--- config.mk ---
export PLATFORM = sky130hd
export DESIGN_NAME = rtc_alarm_core
export DESIGN_NICKNAME = d
export VERILOG_FILES = /design/src/rtl/rtc_alarm_pkg.sv /design/src/rtl/rtc_prescaler.sv /design/src/rtl/rtc_seconds_counter.sv /design/src/rtl/rtc_alarm_irq.sv /design/src/rtl/rtc_alarm_core.sv
export SDC_FILE = /design/constraint.sdc
export NUM_CORES = 1
export LEC_CHECK = 0
export ABC_AREA = 1
export BUFFER_PORTS_ARGS = -buffer_cell sky130_fd_sc_hd__buf_4
export CAP_MARGIN = 40
export CORE_UTILIZATION = 37
export CTS_CLUSTER_DIAMETER = 40
export DETAILED_ROUTE_END_ITERATION = 10
export PLACE_DENSITY = 0.53
export SLEW_MARGIN = 20
export SYNTH_ARGS = -nofsm -noshare
export SYNTH_HDL_FRONTEND = slang
export SYNTH_SLANG_ARGS = --single-unit
--- constraint.sdc ---
create_clock -name clk -period 4.1 [get_ports clk]
set_input_delay 0.82 -clock clk [delete_from_list [all_inputs] [get_ports clk]]
set_output_delay 0.82 -clock clk [all_outputs]
set_load 0.01 [all_outputs]
--- src/rtl/rtc_alarm_pkg.sv ---
package rtc_alarm_pkg;
  localparam int ADDR_W = 5;
  localparam logic [ADDR_W-1:0] OFS_COUNT  = 5'h00;
  localparam logic [ADDR_W-1:0] OFS_MATCH  = 5'h04;
  localparam logic [ADDR_W-1:0] OFS_LOAD   = 5'h08;
  localparam logic [ADDR_W-1:0] OFS_CTRL   = 5'h0C;
  localparam logic [ADDR_W-1:0] OFS_MASK   = 5'h10;
  localparam logic [ADDR_W-1:0] OFS_RAW    = 5'h14;
  localparam logic [ADDR_W-1:0] OFS_MASKED = 5'h18;
  localparam logic [ADDR_W-1:0] OFS_CLEAR  = 5'h1C;
endpackage

--- src/rtl/rtc_prescaler.sv ---
module rtc_prescaler #(
  parameter int PRE_W = 15
) (
  input  logic clk,
  input  logic rst,
  input  logic run,
  input  logic tick,
  input  logic restart,
  output logic step
);
  logic [PRE_W-1:0] phase;

  always_ff @(posedge clk) begin
    if (rst)              phase <= '0;
    else if (restart)     phase <= '0;
    else if (run && tick) phase <= phase + 1'b1;
  end

  assign step = run && tick && (&phase);

  assert_prescale_restart_R5: assert property (@(posedge clk) disable iff (rst)
    restart |=> (phase == '0));
  assert_prescale_hold_R3: assert property (@(posedge clk) disable iff (rst)
    (!run && !restart) |=> $stable(phase));
endmodule

--- src/rtl/rtc_seconds_counter.sv ---
module rtc_seconds_counter #(
  parameter int DATA_W = 32
) (
  input  logic              clk,
  input  logic              rst,
  input  logic              step,
  input  logic              load,
  input  logic [DATA_W-1:0] load_val,
  input  logic [DATA_W-1:0] match,
  output logic [DATA_W-1:0] count,
  output logic              hit
);
  logic [DATA_W-1:0] next_up;
  assign next_up = count + 1'b1;

  always_ff @(posedge clk) begin
    if (rst)       count <= '0;
    else if (load) count <= load_val;
    else if (step) count <= next_up;
  end

  assign hit = step && !load && (next_up == match);

  assert_wrap_R6: assert property (@(posedge clk) disable iff (rst)
    (step && !load && (&count)) |=> (count == '0));
  assert_load_wins_R5: assert property (@(posedge clk) disable iff (rst)
    load |=> (count == $past(load_val)));
endmodule

--- src/rtl/rtc_alarm_irq.sv ---
module rtc_alarm_irq (
  input  logic clk,
  input  logic rst,
  input  logic set,
  input  logic clr,
  input  logic mask_wr,
  input  logic mask_val,
  output logic raw,
  output logic mask,
  output logic irq
);
  logic raw_d, mask_d;

  assign raw_d  = set || (raw && !clr);
  assign mask_d = mask_wr ? mask_val : mask;

  always_ff @(posedge clk) begin
    if (rst) begin
      raw  <= 1'b0;
      mask <= 1'b0;
      irq  <= 1'b0;
    end else begin
      raw  <= raw_d;
      mask <= mask_d;
      irq  <= raw_d && mask_d;
    end
  end

  assert_sticky_R8: assert property (@(posedge clk) disable iff (rst)
    (raw && !clr) |=> raw);
  assert_set_wins_R9: assert property (@(posedge clk) disable iff (rst)
    set |=> raw);
  assert_irq_gate_R10: assert property (@(posedge clk) disable iff (rst)
    irq == (raw && mask));
endmodule

--- src/rtl/rtc_alarm_core.sv ---
module rtc_alarm_core
  import rtc_alarm_pkg::*;
#(
  parameter int DATA_W = 32,
  parameter int PRE_W  = 15
) (
  input  logic              clk,
  input  logic              rst,
  input  logic              tick,
  input  logic              wr_en,
  input  logic [4:0]        addr,
  input  logic [DATA_W-1:0] wdata,
  output logic [DATA_W-1:0] rdata,
  output logic              irq
);
  logic              wr_match, wr_load, wr_ctrl, wr_mask, wr_clear;
  logic              run_en;
  logic [DATA_W-1:0] match_q;
  logic [DATA_W-1:0] count;
  logic              step, hit, raw, mask;

  assign wr_match = wr_en && (addr == OFS_MATCH);
  assign wr_load  = wr_en && (addr == OFS_LOAD);
  assign wr_ctrl  = wr_en && (addr == OFS_CTRL);
  assign wr_mask  = wr_en && (addr == OFS_MASK);
  assign wr_clear = wr_en && (addr == OFS_CLEAR);

  always_ff @(posedge clk) begin
    if (rst) begin
      run_en  <= 1'b0;
      match_q <= '0;
    end else begin
      if (wr_ctrl)  run_en  <= wdata[0];
      if (wr_match) match_q <= wdata;
    end
  end

  rtc_prescaler #(.PRE_W(PRE_W)) u_pre (
    .clk(clk), .rst(rst), .run(run_en), .tick(tick),
    .restart(wr_load), .step(step)
  );

  rtc_seconds_counter #(.DATA_W(DATA_W)) u_cnt (
    .clk(clk), .rst(rst), .step(step), .load(wr_load),
    .load_val(wdata), .match(match_q), .count(count), .hit(hit)
  );

  rtc_alarm_irq u_alm (
    .clk(clk), .rst(rst), .set(hit), .clr(wr_clear && wdata[0]),
    .mask_wr(wr_mask), .mask_val(wdata[0]),
    .raw(raw), .mask(mask), .irq(irq)
  );

  logic [DATA_W-1:0] rd_mux;
  always_comb begin
    rd_mux = '0;
    unique case (addr)
      OFS_COUNT:  rd_mux = count;
      OFS_MATCH:  rd_mux = match_q;
      OFS_CTRL:   rd_mux[0] = run_en;
      OFS_MASK:   rd_mux[0] = mask;
      OFS_RAW:    rd_mux[0] = raw;
      OFS_MASKED: rd_mux[0] = raw & mask;
      default:    rd_mux = '0;
    endcase
  end

  always_ff @(posedge clk) begin
    if (rst) rdata <= '0;
    else     rdata <= rd_mux;
  end

  assert_hold_R3: assert property (@(posedge clk) disable iff (rst)
    (!run_en && !wr_load) |=> $stable(count));
  assert_no_spurious_alarm_R7: assert property (@(posedge clk) disable iff (rst)
    (!raw && !hit) |=> !raw);
  assert_match_stable_R11: assert property (@(posedge clk) disable iff (rst)
    !wr_match |=> $stable(match_q));
endmodule

Word-level counts from Yosys, hierarchy flattened
Cells that the tools add are included.
Storage, ports and cells
  flip-flop bits (word level): 115
  latch bits: 0
  memory bits (writable): 0
  memory bits (read-only): 0
  memories: 0
Cells by class
  add/subtract/negate cells: 2
  $mul: 0
  div/mod/pow operators: 0
  magnitude comparators: 0
  equality and inequality tests: 8
  shifts and indexed selects: 0
  mux-type cells: 5
  bitwise gates (word level): 1
  reduce and logical (&&, ||, !) cells: 19
Operators with widths (number)
  $mux 32: 2
  $pmux 31 s2: 1
  $add 32x1->32 const B: 1
  $eq 32x32->1: 1
  $eq 5x5->1 const B: 4
  $add 15x1->15 const B: 1
  $reduce_and 15->1: 1
  $logic_and 1x1->1: 12
  $eq 5x4->1 const B: 2
  $pmux 1 s6: 1
  $eq 5x3->1 const B: 1
  $logic_not 5->1: 1
  $logic_not 1->1: 2
  $reduce_bool 2->1: 1
  $reduce_or 2->1: 1
  $and 1x1->1: 1
  $logic_or 1x1->1: 1
  $mux 1: 1

Depth between registers and ports, before layout
  depth after elaboration: 7
  depth in mapped cells: 16

Modules after synthesis
A second synthesis with hierarchy kept.
Unflattened totals
  cell total of the unflattened synthesis: 978
  area total of the unflattened synthesis: 6556.3 um2
By module, submodules not included
  rtc_seconds_counter: times used 1, cells an instance 535, area an instance 3007.9 um2
  rtc_alarm_core: times used 1, cells an instance 312, area an instance 2647.5 um2
  rtc_prescaler: times used 1, cells an instance 116, area an instance 779.5 um2
  rtc_alarm_irq: times used 1, cells an instance 15, area an instance 121.4 um2

Least setup slack after synthesis
No wires, ideal clock.
  kind: in2reg
  start: input port addr[1]
  end: register u_cnt.count[25]
  setup time: 0.133 ns
  arrival: 2.062 ns
  data required time: 3.967 ns
  setup slack: 1.906 ns
  cell stages on the path: 9
  cell sequence: nor2_1 nand2_1 nor3_1 inv_1 nand2_1 inv_2 clkbuf_1 nand2_1 a31oi_1
On the way
  word-level cells in the longest chain between the ends: 3
  elaborated cells between the ends (all ways): 4
  classes of those cells: 1 x eq/ne; 1 x mux; 2 x reduce/logical
Ends and longest elaborated chain
  start, declared: RTL line rtc_alarm_core.sv:11  | input logic [4:0] addr,
  $eq 5x4->1 (*): RTL line rtc_alarm_core.sv:23  | assign wr_load = wr_en && (addr == OFS_LOAD);
  $logic_and 1x1->1 (*): RTL line rtc_alarm_core.sv:23
  $mux 32 or $reduce_bool 2->1 (tied branches)
  end signal, assigned: RTL line rtc_seconds_counter.sv:18  | else if (load) count <= load_val;
  end signal, assigned: RTL line rtc_seconds_counter.sv:19  | else if (step) count <= next_up;
  end, declared: RTL line rtc_seconds_counter.sv:10  | output logic [DATA_W-1:0] count,
Every way passes the cells marked *; elsewhere a longest branch is shown, timed or not.
A chain may end at the register's enable or synchronous reset.

Final worst setup path
  start: register u_cnt.count[0]
  end: register u_alm.irq
On the way
  word-level cells in the longest chain between the ends: 5
Ends and longest elaborated chain
  $add 32x1->32: RTL line rtc_seconds_counter.sv:14  | assign next_up = count + 1'b1;
  $eq 32x32->1: RTL line rtc_seconds_counter.sv:22  | assign hit = step && !load && (next_up == match);
  $logic_and 1x1->1: RTL line rtc_seconds_counter.sv:22
  $logic_or 1x1->1: RTL line rtc_alarm_irq.sv:14  | assign raw_d = set || (raw && !clr);
  $logic_and 1x1->1: RTL line rtc_alarm_irq.sv:25  | irq <= raw_d && mask_d;
  end signal, assigned: RTL line rtc_alarm_irq.sv:25
  end, declared: RTL line rtc_alarm_irq.sv:10  | output logic irq
No other way between the ends.

==> flow_summary.ini <==
[die]
die_h_um = 132
start_util = 0.378
die_x_um = 132
io_pins = 74
die_area_um2 = 17400
core-area_um2 = 16500
placementRows = 47

[yosys]
synth.distinct_cells = 37
synthCells = 966
ys_ff_latch = 115
ys.warnings.count = 0
synth_edf_count = 0
synth.avg_cell_area_um2 = 6.47
synth-async-reset-ratio = 0
syn_nets = 1009
synth_area_um2 = 6250
synth-seq-area-share = 0.368
synthFlopType = dfxtp_1

[grt]
grt_pass1_vias = 5724
grt_overflow = 0
antenna_found_initial = 1
gr-usage-met3 = 0.0392
grt_max_degree = 70
grt_pass1_wl_um = 29900
busiest_layer = met2
use_met1 = 0.288
grt_use_met2 = 0.372
grt_use_total = 0.222

[setup_path]
r2r_slack_ns = 1.63
cpMostUsedCell = nand2_1
r2r-end = u_alm.irq
worstSetupPathType = reg2reg
slowest_stage = dfxtp_1
regToRegStartpoint = u_cnt.count[0]
worstSetupStartpoint = u_cnt.count[0]
reg2regPathDepth = 13
crit_path_cell_trace = ha_1, nand3_1, nor2_2, nand4_1, nand3_1, nand2_1, inv_1, nand2_1, nor2_1, nand2_1, nor2_2, nand3_2, a21oi_1
required_ns = 4.45
worst_path_largest_cell_delay_ns = 0.45
cp_data_arrival_time_ns = 2.82
worst-path-max-fanout = 6
endpoint_kind = flop
cp-start-kind = flop

[placed_design]
place.gp.congestion = 0.835
dp_hpwl_um = 13500
io_buffers = 73

[sta]
maxSlewHeadroom = 0.451
worst_slew_pin_slew_ns = 0.824
tns_ns = 0
fin_crit_sh = 0.602
min_period_ns = 2.47
rsz0062_at_grt = no
setup_violations = 0
fmax_mhz = 405
fin_hold_ws_ns = 0.463
clock_skew_ns = 0.0100
hold_viol = 0
drv_slew = 0

[final_layout]
drive_above_1_share = 0.158
fill_cells = 1701
area_growth_pct = 22.6
num-nets-final = 1077
antenna_cells = 0

[clock_network]
post_cts_buffers = 0
clock-root-buffer = clkbuf_16
cts_buffers = 17
hold_buffers = 0
clock-sinks = 115
cts_tree = built
ctsHtreeMaxLevel = 4
worstSkewPairLatency_ns = 0.43
post_cts_resized = 0
clk_path_buf_depth = 2
clk_pin_slew_ns = 0.06

[routing]
wire_per_inst_um = 14.8
drt_iter0_drc = 468
postRouteAntennaNets = 0
dr_total_vias = 6203
drcViolationCount = 0
routed_wl_um = 18800
vias_per_cell = 4.90
dr.pass1.iters = 5

[outcome]
status = finished, final reports clean

[power]
cellLeakagePower_nw = 3.02
peakVddDrop_mv = 0.271
power.density_nw_per_um2 = 371
power.total_mw = 2.84

[min_path]
worstHoldStart = u_pre.phase[11]
min_path_cells = 2
holdPathEnd = u_pre.phase[11]
hp-class = reg2reg

[flow_run]
drv_cap = 0
==> through the flow <==
stage	util	cells	area (µm²)	setup slack [ns]
5_1_grt	0.464	1267	7660	1.48
4_1_cts	0.464	1267	7660	1.58
3_5_place_dp	0.426	1235	7040	1.29
2_1_floorplan	-	966	6250	1.91
3_3_place_gp	0.424	1234	7010	1.35
6_report	0.464	1267	7660	1.63
==> synth_stat cells, drive strengths merged (4+ instances only) <==
library cell / count / area share
a31oi: 15 / 0.015
nand4: 4 / 0.0040
buf: 6 / 0.0052
xnor2: 4 / 0.0068
inv: 104 / 0.062
xor2: 4 / 0.0056
dfxtp: 115 / 0.37
nor2: 101 / 0.080
nand2: 324 / 0.20
nand3: 86 / 0.072
a21oi: 88 / 0.070
a221oi: 7 / 0.0098
a32oi: 10 / 0.014
clkbuf: 27 / 0.016
nor3: 10 / 0.0096
or2: 4 / 0.0040
o21ai: 46 / 0.037
==> area by class of cell <==
class                   count  area (µm²)  area share
clock inverters            13         184      0.0240
well taps                 220         275      0.0359
repair buffers             82         636      0.0829
clock buffers              19         443      0.0578
flip-flops and latches    115        2300       0.300
multi-input cells         713        3430       0.448
inverters                 105         394      0.0514
==> power by group <==
| part | switching [mW] | internal, mW |
|---|---|---|
| clock | 0.564 | 1.03 |
| combinational | 0.0692 | 0.0445 |
| sequential | 0.00748 | 1.12 |
| total | 0.641 | 2.20 |
==> logic make-up after synthesis <==
kind of cell / synth area share
DFF: 0.368
AOI/OAI and AO/OA: 0.154
buffers and inverters: 0.0847
xor gates and xnor gates: 0.0124
and+or+nand+nor: 0.377
adders and majority gates: 0.00400
==> state kept, by name (all words and copies together) (netlist names) <==
| name | count |
|---|---|
| u_alm.raw | 1 |
| u_alm.irq | 1 |
| run_en | 1 |
| rdata | 32 |
| u_pre.phase | 15 |
| u_cnt.count | 32 |
| u_alm.mask | 1 |
| match_q | 32 |
==> metal layers <==
metal	wire (µm)	vias up
met5	13	-
li1	-	3276
met1	8980	2791
met3	676	21
met4	306	2
met2	8780	113
==> worst max-delay path: cells and delay by family (launching register included) <==
kind / cells / cell delay, ns
fa+ha+maj: 1 / 0.24
compound gates: 1 / 0.16
simple gates: 10 / 1.50
buf+inv: 1 / 0.05
flops: 1 / 0.45
==> cells in the final DEF (no fill, tap or decap), types with 12 or more instances in the layout <==
cell type | synthesis | layout
a31oi_1 | 15 | 15
nand2_1 | 309 | 308
a21oi_1 | 88 | 88
o21ai_0 | 43 | 43
inv_1 | 100 | 100
buf_4 | 1 | 81
nand2_2 | 11 | 12
nor2_1 | 82 | 80
dfxtp_1 | 115 | 115
nand3_1 | 83 | 83
clkbuf_16 | 0 | 17
==> how the worst max path moves through the flow <==
stage,slack (ns),cells after the start,end
4_1_cts,1.58,13,u_alm.irq
5_1_grt,1.48,13,u_alm.irq
6_report,1.63,13,u_alm.irq
3_5_place_dp,1.29,9,u_cnt.count[17]
2_1_floorplan,1.91,9,u_cnt.count[25]
3_3_place_gp,1.35,10,u_cnt.count[18]
Note: power is estimated with default switching activity, not from simulation.
